`src/rtl/pwr_mode_pkg.sv`:
```
// Shared mode type and helper for the power-mode controller.
// Assumes a two-bit mode code whose upper bit marks the low-power modes.
package pwr_mode_pkg;

    typedef enum logic [1:0] {
        MODE_RUN = 2'b00,
        MODE_ALT = 2'b01,
        MODE_SLP = 2'b10,
        MODE_HIB = 2'b11
    } pmode_t;

    // True for sleep and hibernate.
    function automatic logic is_low_power(pmode_t m);
        return m[1];
    endfunction

endpackage

```
`src/rtl/pwr_wake_qual.sv`:
```
// Wake-source qualifier: decides whether a wake event may end the current mode.
// Assumes the wake inputs are already synchronous to clk.
module pwr_wake_qual
    import pwr_mode_pkg::*;
(
    input  pmode_t mode_cur,
    input  logic   timer_wake,
    input  logic   pin_wake,
    output logic   wake_exit,
    output logic   wake_any
);

    // Per-mode wake qualification: sleep takes either source, hibernate takes pins only.
    always_comb begin
        wake_any = timer_wake | pin_wake;
        unique case (mode_cur)
            MODE_SLP: wake_exit = timer_wake | pin_wake;
            MODE_HIB: wake_exit = pin_wake;
            default:  wake_exit = 1'b0;
        endcase
    end

endmodule

```
`src/rtl/pwr_mode_fsm.sv`:
```
// Mode sequencer: holds the current mode and the full-power mode to return to,
// applies the legal transition set and flags ignored requests.
// Assumes req_valid is a single-cycle strobe and the wake flags come from pwr_wake_qual.
module pwr_mode_fsm
    import pwr_mode_pkg::*;
(
    input  logic   clk,
    input  logic   rst_n,
    input  logic   req_valid,
    input  pmode_t req_mode,
    input  logic   wake_exit,
    input  logic   wake_any,
    output pmode_t mode_q,
    output logic   err_q
);

    pmode_t ret_q;
    pmode_t mode_d;
    pmode_t ret_d;
    logic   err_d;

    // Next-state decision covering wakes, legal entries and rejected requests.
    always_comb begin
        mode_d = mode_q;
        ret_d  = ret_q;
        err_d  = 1'b0;
        if (is_low_power(mode_q)) begin
            if (wake_exit) begin
                mode_d = ret_q;
            end
            if (req_valid) begin
                err_d = 1'b1;
            end
        end else if (req_valid) begin
            if (req_mode == mode_q) begin
                err_d = 1'b1;
            end else if (is_low_power(req_mode)) begin
                if (!wake_any) begin
                    mode_d = req_mode;
                    ret_d  = mode_q;
                end
            end else begin
                mode_d = req_mode;
            end
        end
    end

    // State registers for the mode, the return mode and the error pulse.
    always_ff @(posedge clk) begin
        if (!rst_n) begin
            mode_q <= MODE_RUN;
            ret_q  <= MODE_RUN;
            err_q  <= 1'b0;
        end else begin
            mode_q <= mode_d;
            ret_q  <= ret_d;
            err_q  <= err_d;
        end
    end

endmodule

```
`src/rtl/pwr_en_stage.sv`:
```
// Output stage: turns the registered mode into the registered enable vector,
// clock-gate enable and retention flag, one edge behind the mode.
// Assumes the templates are static, or that a change may show one edge late.
module pwr_en_stage
    import pwr_mode_pkg::*;
#(
    parameter int unsigned       N_SUB      = 8,
    parameter logic [N_SUB-1:0]  SLEEP_KEEP = 1
) (
    input  logic             clk,
    input  logic             rst_n,
    input  pmode_t           mode_q,
    input  logic [N_SUB-1:0] tmpl_run,
    input  logic [N_SUB-1:0] tmpl_alt,
    output logic [N_SUB-1:0] sub_en_q,
    output logic             clk_en_q,
    output logic             retain_q
);

    for (genvar i = 0; i < N_SUB; i++) begin : g_bit
        logic bit_d;

        // Per-subsystem select of this bit's source for the current mode.
        always_comb begin
            unique case (mode_q)
                MODE_RUN: bit_d = tmpl_run[i];
                MODE_ALT: bit_d = tmpl_alt[i];
                MODE_SLP: bit_d = SLEEP_KEEP[i];
                default:  bit_d = 1'b0;
            endcase
        end

        // Registered enable bit, cleared in reset.
        always_ff @(posedge clk) begin
            if (!rst_n) sub_en_q[i] <= 1'b0;
            else        sub_en_q[i] <= bit_d;
        end
    end

    // Registered clock-gate and retention controls.
    always_ff @(posedge clk) begin
        if (!rst_n) begin
            clk_en_q <= 1'b1;
            retain_q <= 1'b0;
        end else begin
            clk_en_q <= (mode_q != MODE_HIB);
            retain_q <= (mode_q == MODE_HIB);
        end
    end

endmodule

```
`src/rtl/pwr_mode_ctrl.sv`:
```
// Top level of the low-power mode controller: wake qualifier, mode sequencer
// and registered enable stage. Assumes all inputs are synchronous to clk.
module pwr_mode_ctrl
    import pwr_mode_pkg::*;
#(
    parameter int unsigned       N_SUB      = 8,
    parameter logic [N_SUB-1:0]  SLEEP_KEEP = 1
) (
    input  logic             clk,
    input  logic             rst_n,
    input  logic             req_valid,
    input  logic [1:0]       req_mode,
    input  logic [N_SUB-1:0] tmpl_run,
    input  logic [N_SUB-1:0] tmpl_alt,
    input  logic             timer_wake,
    input  logic             pin_wake,
    output logic [1:0]       mode,
    output logic [N_SUB-1:0] sub_en,
    output logic             clk_en,
    output logic             retain,
    output logic             req_err
);

    pmode_t mode_q;
    logic   wake_exit;
    logic   wake_any;

    pwr_wake_qual u_wake (
        .mode_cur   (mode_q),
        .timer_wake (timer_wake),
        .pin_wake   (pin_wake),
        .wake_exit  (wake_exit),
        .wake_any   (wake_any)
    );

    pwr_mode_fsm u_fsm (
        .clk       (clk),
        .rst_n     (rst_n),
        .req_valid (req_valid),
        .req_mode  (pmode_t'(req_mode)),
        .wake_exit (wake_exit),
        .wake_any  (wake_any),
        .mode_q    (mode_q),
        .err_q     (req_err)
    );

    pwr_en_stage #(
        .N_SUB      (N_SUB),
        .SLEEP_KEEP (SLEEP_KEEP)
    ) u_en (
        .clk      (clk),
        .rst_n    (rst_n),
        .mode_q   (mode_q),
        .tmpl_run (tmpl_run),
        .tmpl_alt (tmpl_alt),
        .sub_en_q (sub_en),
        .clk_en_q (clk_en),
        .retain_q (retain)
    );

    assign mode = mode_q;

endmodule

```
`config.mk`:
```
export PLATFORM = sky130hd
export DESIGN_NAME = pwr_mode_ctrl
export DESIGN_NICKNAME = d
export VERILOG_FILES = /design/src/rtl/pwr_mode_pkg.sv /design/src/rtl/pwr_wake_qual.sv /design/src/rtl/pwr_mode_fsm.sv /design/src/rtl/pwr_en_stage.sv /design/src/rtl/pwr_mode_ctrl.sv
export SDC_FILE = /design/constraint.sdc
export NUM_CORES = 1
export LEC_CHECK = 0
export ABC_AREA = 1
export BUFFER_PORTS_ARGS = -buffer_cell sky130_fd_sc_hd__buf_2
export CORE_MARGIN = 2
export CORE_UTILIZATION = 40
export CTS_CLUSTER_DIAMETER = 150
export DETAILED_ROUTE_END_ITERATION = 16
export PLACE_DENSITY = 0.8
export SLEW_MARGIN = 0
export SYNTH_ARGS = -nofsm -noshare
export SYNTH_HDL_FRONTEND = slang
export SYNTH_SLANG_ARGS = --single-unit
```
`constraint.sdc`:
```
create_clock -name clk -period 1.4 [get_ports clk]
set_clock_uncertainty 0.05 [all_clocks]
set_input_delay 0.14 -clock clk [delete_from_list [all_inputs] [get_ports clk]]
set_output_delay 0.14 -clock clk [all_outputs]
set_load 0.01 [all_outputs]
```
==> results.txt, run 1 <==
status = complete, no violations
Critical-path top delay cell = nor2_1
Overflow after GRT = 0
hold path startpoint = tmpl_alt[3]
CP peak stage delay = 0.39 ns
DRC = 0
initial cell density of the core = 0.4390
worst min path class = in -> reg
post-synthesis cell type count = 15
R2R Setup Slk = 0.12 ns
Worst Path Arrival = 1.44 ns
layout cells sized above 1 = 0.3821
routability cong. = 0.7975
setup TNS = 0 ns
ys async rst share = 0
top_reg_cell synth = dfxtp_1
cell count after synthesis = 83
P_leak = 0.4485 nW
Register Area = 281.5 um2
CTS Sinks = 14
FP Rows = 13
RSZ-0062 raised after global routing = false
clk slew on worst S/H paths = 0.09 ns
mean post-synth cell area = 7.055 um2
Yosys warning count = 0
Synthesized Nets = 107
critical path cell sequence = buf_4 > nor2_1 > nand2_1 > a21oi_1
placed cells = 134
Post-synth EDFFs = 0
Post-Syn Area = 585.6 um2
Tmin final = 1.279 ns
DPL Wire Length = 1212 um
clock root buffer = clkbuf_4
post-synth top area share = 0.4786
hold endpoint = u_en.sub_en_q[3]$_SDFF_PN0_
CP required = 1.56 ns
worst-case reg-to-reg path depth = 4
critical register-to-register path startpoint = u_fsm.mode_q[1]$_SDFF_PN0_
vias in the first global route = 612
DRT iter0 DRCs = 13
Worst-Margin Slew = 0.4953 ns
DIE WIDTH = 42.26 um
# IOs = 36
Seq/Total Area, Yosys = 0.4786
Largest delay share family, worst path = simple AND/OR/NAND/NOR gates
fillers = 130
Clk Latency, worst-skew pair = 0.29 ns
clock buffer depth = 2
max-cap viol count = 0
ranking of synthesized cells by area = dfxtp_1 (48%), nand2_1 (17%), a21oi_1 (9.4%)
RR Endpoint = u_en.sub_en_q[5]$_SDFF_PN0_
Routed WL = 1517 um
non-filler instance count after layout = 138
nets@finish = 148
GRT Overall Usage = 0.1902
I/O Buffers = 35
drt via density = 4.775
CP Class = reg -> reg
area occupied by multi-input gates = 271.5 um2
Final Hold Vio Count = 0
first-pass GRT wire length = 2539 um
largest net degree at the start of global routing = 12
drt wl/cell = 10.99 um
FMAX = 782.1 MHz
Final Setup Violations = 0
gr busiest metal = met2
cell depth of the worst min-delay path = 3
CTS tree = done
antenna violations before repair = 0
met2 Track Usage GR = 0.3446
# diodes = 0
global routing usage on met1 = 0.1825
CP Launch Type = flop
Min Hold Slack = 0.04107 ns
worst vdd ir = 0.0007059 V
period utilization = 0.9133
H-tree levels = 1
met3 Usage GRT = 0.08190
Layout area overhead = 41.45%
Routed Antenna Nets = 0
Die Y = 42.26 um
crit path capture type = flop
Max Slew Vio Count = 0
final core utilization = 0.6210
slew margin rel. = 0.6686
Yosys reg bits = 14
area leader, netlist = dfxtp_1
Power per Cell Area = 1061 nW/um2
vias = 659
Buf+Inv Stages, Crit Path = 1
cts bufs inserted = 3
1st-pass router iterations = 4
core area = 1334 um2
die area = 1786 um2
critical-path maximum fanout = 8
[layout by cell type (no fill, tap or decap)]
cell	netlist	layout
nand2_1	27	27
buf_2	0	35
nand2_2	1	1
nor2_2	1	1
inv_2	2	2
ha_1	1	1
clkbuf_4	0	3
nand4_1	1	1
buf_4	0	2
clkbuf_8	0	1
dfxtp_2	0	1
a21oi_2	1	1
nand3_1	4	4
dfxtp_1	14	13
nor2_1	11	11
nor3_1	1	1
inv_1	6	6
a21oi_1	11	11
a221oi_1	1	1
[final cells by class]
| type | instances | area share |
|---|---|---|
| multi-input cells | 60 | 0.3278 |
| flip-flops and latches | 14 | 0.3399 |
| clock buffers | 4 | 0.04381 |
| repair buffers | 37 | 0.2296 |
| inverters | 8 | 0.03625 |
| well taps | 15 | 0.02266 |
[registers in the layout, summed over array words and instances (netlist names)]
signal and count:
u_fsm.ret_q 1, u_en.retain_q 1, u_fsm.err_q 1, u_en.sub_en_q 8
u_en.clk_en_q 1, u_fsm.mode_q 2
[worst min-delay path, stage by stage]
cell     delay (ns)
buf_2          0.09
nand2_1        0.05
a21oi_1        0.05
[synth_stat cells (2+ instances only)]
cell,count
nand3_1,4
inv_1,6
dfxtp_1,14
inv_2,2
nand2_1,27
nor2_1,11
a21oi_1,11
[how the worst max path moves through the flow]
stage	depth (start not counted)	slack (ns)	from	endpoint
2_1_floorplan	6	0.04	u_fsm.mode_q[1]$_SDFF_PN0_	u_fsm.ret_q[0]$_SDFFE_PN0P_
3_3_place_gp	4	0.22	u_fsm.mode_q[1]$_SDFF_PN0_	u_en.sub_en_q[0]$_SDFF_PN0_
3_5_place_dp	4	0.14	u_fsm.mode_q[1]$_SDFF_PN0_	u_en.sub_en_q[5]$_SDFF_PN0_
4_1_cts	4	0.11	u_fsm.mode_q[1]$_SDFF_PN0_	u_en.sub_en_q[5]$_SDFF_PN0_
5_1_grt	4	0.004	u_fsm.mode_q[1]$_SDFF_PN0_	u_en.sub_en_q[5]$_SDFF_PN0_
6_report	4	0.12	u_fsm.mode_q[1]$_SDFF_PN0_	u_en.sub_en_q[5]$_SDFF_PN0_
[cell families (layout without fill, tap and decap cells)]
logic type / count (synthesis) / count (layout) / share of synthesized area
adder cells (fa/ha/maj): 1 / 1 / 0.02136
flip-flops: 14 / 14 / 0.4786
AO/OA/AOI/OAI: 13 / 13 / 0.1239
buffers and inverters: 9 / 49 / 0.05769
AND/OR/NAND/NOR: 46 / 46 / 0.3184
[report_power, final]
group | internal, W | switching [W] | total (W)
combinational | 0.0000681 | 0.0000904 | 0.000159
sequential | 0.000422 | 0.00000966 | 0.000432
clock | 0.000158 | 0.000130 | 0.000288
[metal layers]
metal / routed length (um) / vias up
li1: - / 345
met1: 590 / 284
met2: 814 / 26
met3: 88 / 4
met4: 23 / 0
met5: 0 / -
[repair_timing]
action | in CTS | in global routing
setup buffers | 0 | 0
hold buffers | 0 | 0
endpoints found under the hold margin | 0 | 0
gates resized for setup | 0 | 1
setup endpoints to repair | 0 | 1
[through the flow]
| step | total power (W) | instance area, um2 | setup slack [ns] |
|---|---|---|---|
| 2_1_floorplan | 0.0005233 | 585.6 | 0.04245 |
| 3_3_place_gp | 0.0005921 | 790.8 | 0.2157 |
| 3_5_place_dp | 0.0005989 | 790.8 | 0.1395 |
| 4_1_cts | 0.0008837 | 827.0 | 0.1132 |
| 5_1_grt | 0.0009229 | 828.3 | 0.004044 |
| 6_report | 0.0008786 | 828.3 | 0.1213 |
Note: power is estimated with default switching activity, not from simulation.
==> inputs of run 2 (changes only) <==
--- a/config.mk
+++ b/config.mk
@@ -7,10 +7,11 @@
 export LEC_CHECK = 0
 export ABC_AREA = 1
 export BUFFER_PORTS_ARGS = -buffer_cell sky130_fd_sc_hd__buf_2
-export CORE_MARGIN = 2
+export CORE_MARGIN = 1.5
 export CORE_UTILIZATION = 40
 export CTS_CLUSTER_DIAMETER = 150
 export DETAILED_ROUTE_END_ITERATION = 16
+export GPL_TIMING_DRIVEN = 0
 export PLACE_DENSITY = 0.8
 export SLEW_MARGIN = 0
 export SYNTH_ARGS = -nofsm -noshare
==> results.txt, run 2 (synthesis gave the netlist of run 1 again) <==
layout cells sized above 1 = 0.3689 (was 0.3821)
Clk Latency, worst-skew pair = 0.27 ns (was 0.29 ns)
FMAX = 756.5 MHz (was 782.1 MHz)
period utilization = 0.9442 (was 0.9133)
worst vdd ir = 0.0004490 V (was 0.0007059 V)
max-cap viol count = 0 (unchanged)
crit path capture type = flop (unchanged)
# diodes = 0 (unchanged)
P_leak = 0.4405 nW (was 0.4485 nW)
placed cells = 133 (was 134)
Biggest register = u_en.sub_en_q (unchanged)
antenna violations before repair = 0 (unchanged)
DRT iter0 DRCs = 10 (was 13)
Routed WL = 1413 um (was 1517 um)
Power per Cell Area = 1063 nW/um2 (was 1061 nW/um2)
RR Endpoint = u_fsm.ret_q[0]$_SDFFE_PN0P_ (was u_en.sub_en_q[5]$_SDFF_PN0_)
non-filler instance count after layout = 137 (was 138)
cts bufs inserted = 3 (unchanged)
critical-path maximum fanout = 8 (unchanged)
DRC = 0 (unchanged)
core area = 1334 um2 (unchanged)
CP Launch Type = flop (unchanged)
Worst Path Arrival = 1.42 ns (was 1.44 ns)
Min Hold Slack = 0.04968 ns (was 0.04107 ns)
Die Y = 41.26 um (was 42.26 um)
vias = 685 (was 659)
clk slew on worst S/H paths = 0.09 ns (about the same)
FP Rows = 13 (unchanged)
clock root buffer = clkbuf_4 (unchanged)
hold path startpoint = tmpl_alt[7] (was tmpl_alt[3])
vias in the first global route = 484 (was 612)
clock buffer depth = 2 (unchanged)
Pwr Total = 0.0008715 W (was 0.0008786 W)
Overflow after GRT = 0 (unchanged)
CP Class = reg -> reg (unchanged)
max reg flops = 8 (unchanged)
Largest regs = u_en.sub_en_q x8, u_fsm.mode_q x2 (unchanged)
drt via density = 5.000 (was 4.775)
RSZ-0062 raised after global routing = false (unchanged)
die area = 1702 um2 (was 1786 um2)
Max Slew Vio Count = 0 (unchanged)
DPL Wire Length = 1081 um (was 1212 um)
nets@finish = 147 (was 148)
commonest non-fill, non-tap cell in the layout = buf_2 (unchanged)
worst min path class = in -> reg (unchanged)
H-tree levels = 1 (unchanged)
Final Setup Violations = 0 (unchanged)
most frequent cells in the layout = buf_2 (35), nand2_1 (27), dfxtp_1 (13) (unchanged)
final core utilization = 0.6144 (was 0.6210)
critical register-to-register path startpoint = u_fsm.mode_q[1]$_SDFF_PN0_ (unchanged)
Routed Antenna Nets = 0 (unchanged)
post-CTS setup repair buffer count = 0 (unchanged)
routability cong. = 0.7843 (was 0.7975)
hold endpoint = u_en.sub_en_q[7]$_SDFF_PN0_ (was u_en.sub_en_q[3]$_SDFF_PN0_)
initial cell density of the core = 0.4390 (unchanged)
CTS Sinks = 14 (unchanged)
DIE WIDTH = 41.26 um (was 42.26 um)
# IOs = 36 (unchanged)
cell depth of the worst min-delay path = 3 (unchanged)
1st-pass router iterations = 4 (unchanged)
GRT Overall Usage = 0.1754 (was 0.1902)
slew margin rel. = 0.6560 (was 0.6686)
I/O Buffers = 35 (unchanged)
status = complete, no violations (unchanged)
Tmin final = 1.322 ns (was 1.279 ns)
CP required = 1.50 ns (was 1.56 ns)
Worst-Margin Slew = 0.5141 ns (was 0.4953 ns)
worst-case reg-to-reg path depth = 6 (was 4)
largest net degree at the start of global routing = 11 (was 12)
R2R Setup Slk = 0.08 ns (was 0.12 ns)
CTS tree = done (unchanged)
Layout area overhead = 39.96% (was 41.45%)
first-pass GRT wire length = 1918 um (was 2539 um)
Final Hold Vio Count = 0 (unchanged)
drt wl/cell = 10.31 um (was 10.99 um)
-- run 2: power breakdown --
part | internal (W) | total (W) | switching (W)
clock network | 0.000158 | 0.000287 | 0.000129
registers | 0.000420 | 0.000430 | 0.0000101
logic | 0.0000673 | 0.000155 | 0.0000873
total | 0.000645 | 0.000871 | 0.000226
-- run 2: how the worst max path moves through the flow --
| stage | cells past startpoint | slack, ns | startpoint | end |
|---|---|---|---|---|
| finish | 6 | 0.08 | u_fsm.mode_q[1]$_SDFF_PN0_ | u_fsm.ret_q[0]$_SDFFE_PN0P_ |
| CTS | 6 | 0.05 | u_fsm.mode_q[1]$_SDFF_PN0_ | u_fsm.ret_q[0]$_SDFFE_PN0P_ |
| global route | 6 | 0.002 | u_fsm.mode_q[1]$_SDFF_PN0_ | u_fsm.ret_q[0]$_SDFFE_PN0P_ |
| detailed placement | 6 | -0.05 | u_fsm.mode_q[1]$_SDFF_PN0_ | u_fsm.ret_q[0]$_SDFFE_PN0P_ |
| global placement | 6 | -0.008 | u_fsm.mode_q[1]$_SDFF_PN0_ | u_fsm.ret_q[0]$_SDFFE_PN0P_ |
| floorplan | 6 | 0.04 | u_fsm.mode_q[1]$_SDFF_PN0_ | u_fsm.ret_q[0]$_SDFFE_PN0P_ |
-- run 2: layout make-up --
class	count	area, um2
Clock buffer	4	36.28
Multi-Input combinational cell	60	271.5
Fill cell	129	514.2
Sequential cell	14	284.0
Buffer	1	3.754
Timing Repair Buffer	35	175.2
Tap cell	15	18.77
Inverter	8	30.03
-- run 2: repair_timing --
item | in CTS | in global routing
endpoints found under the setup margin | 3 | 2
hold buffers | 0 | 0
resized for setup | 1 | 1
-- run 2: through the flow --
step | TNS (ns) | instance area, um2 | worst slack, ns
2_1_floorplan | 0 | 585.6 | 0.04245
3_3_place_gp | -0.007949 | 779.5 | -0.007949
3_5_place_dp | -0.08179 | 779.5 | -0.05492
4_1_cts | 0 | 817.0 | 0.04726
5_1_grt | 0 | 819.5 | 0.002276
6_report | 0 | 819.5 | 0.07818
-- run 2: per-layer routing --
| metal | track usage | wire length [um] | share of wire |
|---|---|---|---|
| met1 | 0.2020 | 573 | 0.41 |
| met2 | 0.2930 | 745 | 0.53 |
| met3 | 0.04891 | 85 | 0.060 |
| met4 | 0.08871 | 10 | 0.0071 |
| met5 | 0 | 0 | 0 |
-- run 2: worst max-delay path, stage by stage, from the launching register on --
cell	delay, ns
dfxtp_4	0.40
inv_2	0.07
ha_1	0.31
nand2_2	0.11
nand3_1	0.11
nand2_1	0.08
a21oi_1	0.05
==> inputs of run 3 (changes only) <==
--- a/config.mk
+++ b/config.mk
@@ -7,12 +7,15 @@
 export LEC_CHECK = 0
 export ABC_AREA = 1
 export BUFFER_PORTS_ARGS = -buffer_cell sky130_fd_sc_hd__buf_2
+export CELL_PAD_IN_SITES_DETAIL_PLACEMENT = 0
+export CELL_PAD_IN_SITES_GLOBAL_PLACEMENT = 1
 export CORE_MARGIN = 1.5
-export CORE_UTILIZATION = 40
+export CORE_UTILIZATION = 28
+export CTS_BUF_LIST = sky130_fd_sc_hd__clkbuf_8
 export CTS_CLUSTER_DIAMETER = 150
 export DETAILED_ROUTE_END_ITERATION = 16
 export GPL_TIMING_DRIVEN = 0
-export PLACE_DENSITY = 0.8
+export PLACE_DENSITY = 0.84
 export SLEW_MARGIN = 0
 export SYNTH_ARGS = -nofsm -noshare
 export SYNTH_HDL_FRONTEND = slang
==> results.txt, run 3 (synthesis gave the netlist of run 1 again) <==
status = complete, no violations (unchanged)
Max Slew Vio Count = 0 (unchanged)
DPL Wire Length = 1109 um (was 1081 um)
drt wl/cell = 9.791 um (was 10.31 um)
fillers = 227 (was 129)
Final Setup Violations = 0 (unchanged)
CP peak stage delay = 0.39 ns (was 0.40 ns)
critical register-to-register path startpoint = u_fsm.mode_q[1]$_SDFF_PN0_ (unchanged)
Worst-Margin Slew = 0.4467 ns (was 0.5141 ns)
initial cell density of the core = 0.2985 (was 0.4390)
Largest regs = u_en.sub_en_q x8, u_fsm.mode_q x2 (unchanged)
Layout area overhead = 43.80% (was 39.96%)
CTS tree = done (unchanged)
# diodes = 0 (unchanged)
critical-path maximum fanout = 8 (unchanged)
Critical-path top delay cell = dfxtp_4 (unchanged)
commonest non-fill, non-tap cell in the layout = buf_2 (unchanged)
CTS Sinks = 14 (unchanged)
Levels on crit path = 6 (unchanged)
FMAX = 764.4 MHz (was 756.5 MHz)
I/O Buffers = 35 (unchanged)
Buf+Inv Stages, Crit Path = 1 (unchanged)
max-cap viol count = 0 (unchanged)
Clock Power Share = 0.353 (was 0.329)
worst min path class = in -> reg (unchanged)
Overflow after GRT = 0 (unchanged)
vias = 655 (was 685)
CP Launch Type = flop (unchanged)
# IOs = 36 (unchanged)
antenna violations before repair = 0 (unchanged)
GRT Overall Usage = 0.1296 (was 0.1754)
first-pass GRT wire length = 2332 um (was 1918 um)
logic gate share of total power = 0.171 (was 0.177)
Largest delay share family, worst path = flip-flops (unchanged)
max reg flops = 8 (unchanged)
crit path capture type = flop (unchanged)
placed cell area = 794.5 um2 (was 779.5 um2)
period utilization = 0.9344 (was 0.9442)
DIE WIDTH = 48.73 um (was 41.26 um)
setup TNS = 0 ns (unchanged)
critical path cell sequence = inv_2 > ha_1 > nand2_2 > nand3_1 > nand2_1 > a21oi_1 (unchanged)
Psw = 0.0002273 W (was 0.0002264 W)
Pwr Total = 0.0009059 W (was 0.0008715 W)
1st-pass router iterations = 4 (unchanged)
DRT iter0 DRCs = 14 (was 10)
Worst Setup SP = u_fsm.mode_q[1]$_SDFF_PN0_ (unchanged)
Internal Power = 0.0006787 W (was 0.0006451 W)
Routed WL = 1449 um (was 1413 um)
worst vdd ir = 0.0005938 V (was 0.0004490 V)
Biggest register = u_en.sub_en_q (unchanged)
sw frac = 0.2509 (was 0.2598)
nets@finish = 147 (unchanged)
FP Rows = 16 (was 13)
core area = 1962 um2 (was 1334 um2)
crit path to = u_fsm.ret_q[0]$_SDFFE_PN0P_ (unchanged)
CP Class = reg -> reg (unchanged)
H-tree levels = 1 (unchanged)
Power per Cell Area = 1076 nW/um2 (was 1063 nW/um2)
clk slew on worst S/H paths = 0.06 ns (was 0.09 ns)
Flop pwr share = 0.477 (was 0.493)
non-filler instance count after layout = 148 (was 137)
worst-case reg-to-reg path depth = 6 (unchanged)
RSZ-0062 raised after global routing = false (unchanged)
drt via density = 4.426 (was 5.000)
Die Y = 48.73 um (was 41.26 um)
clock root buffer = clkbuf_8 (was clkbuf_4)
layout cells sized above 1 = 0.3719 (was 0.3689)
clock buffer depth = 2 (unchanged)
Worst Path Arrival = 1.37 ns (was 1.42 ns)
Clk Latency, worst-skew pair = 0.24 ns (was 0.27 ns)
placed cells = 145 (was 133)
Tmin final = 1.308 ns (was 1.322 ns)
cell area after layout = 842.1 um2 (was 819.5 um2)
CP required = 1.46 ns (was 1.50 ns)
Final Hold Vio Count = 0 (unchanged)
Routed Antenna Nets = 0 (unchanged)
P_leak = 0.4418 nW (was 0.4405 nW)
R2R Setup Slk = 0.09 ns (was 0.08 ns)
routability cong. = 0.7275 (was 0.7843)
DRC = 0 (unchanged)
die area = 2375 um2 (was 1702 um2)
most frequent cells in the layout = buf_2 (35), nand2_1 (27), dfxtp_1 (13) (unchanged)
slew margin rel. = 0.7022 (was 0.6560)
RR Endpoint = u_fsm.ret_q[0]$_SDFFE_PN0P_ (unchanged)
cts bufs inserted = 3 (unchanged)
vias in the first global route = 541 (was 484)
largest net degree at the start of global routing = 11 (unchanged)
run 3: changes by cell type in the layout (fill, tap and decap cells not counted), sizes merged:
cell,before,now
clkbuf,5,4
run 3: how the worst min path moves through the flow:
stage,depth (start not counted),to,startpoint
3_3_place_gp,3,u_en.sub_en_q[5]$_SDFF_PN0_,tmpl_alt[5]
3_5_place_dp,3,u_fsm.mode_q[0]$_SDFFE_PN0P_,rst_n
4_1_cts,3,u_en.sub_en_q[1]$_SDFF_PN0_,tmpl_run[1]
5_1_grt,3,u_en.sub_en_q[6]$_SDFF_PN0_,tmpl_alt[6]
2_1_floorplan,2,u_fsm.err_q$_SDFF_PN0_,req_valid
6_report,3,u_en.sub_en_q[1]$_SDFF_PN0_,tmpl_alt[1]
run 3: cell type report:
cell class	count	area [um2]	area share
Sequential cell	14	284.0	0.3373
Multi-Input combinational cell	60	274.0	0.3254
Timing Repair Buffer	35	175.2	0.2080
Clock buffer	3	41.29	0.04903
Tap cell	27	33.78	0.04012
Inverter	8	30.03	0.03566
Buffer	1	3.754	0.004458
run 3: power groups by stage:
stage          clock, W  sequential (W)  combinational, W
2_1_floorplan         0        0.000453         0.0000700
3_3_place_gp          0        0.000441          0.000152
3_5_place_dp          0        0.000441          0.000156
4_1_cts        0.000328        0.000433          0.000156
5_1_grt        0.000352        0.000434          0.000173
6_report       0.000319        0.000432          0.000155
run 3: per-stage QoR:
| step | hold WS, ns | util | setup slack (ns) |
|---|---|---|---|
| 3_3_place_gp | 0.3399 | 0.4050 | -0.02089 |
| 6_report | 0.09082 | 0.4292 | 0.09183 |
| 2_1_floorplan | 0.2061 | - | 0.04245 |
| 5_1_grt | 0.09236 | 0.4292 | 0.02594 |
| 3_5_place_dp | 0.3437 | 0.4050 | -0.03252 |
| 4_1_cts | 0.08904 | 0.4267 | 0.06576 |
run 3: worst min-delay path, cell delays in order:
cell and delay (ns):
buf_2 0.09, nand2_1 0.05, a21oi_1 0.05
run 3: repair_timing:
action                                  in CTS  in global routing
hold buffers                                 0                  0
hold endpoints to repair                     0                  0
endpoints found under the setup margin       2                  5
gates resized for setup                      1                  2
setup buffers                                0                  0
run 3: per-layer routing:
layer  up-vias  wire length (um)  global-route usage
met2        17               757              0.2055
met1       295               611              0.1420
met3         2                66             0.05864
met4         0                13             0.07619
met5         -                 0                   0
li1        341                 -                   -
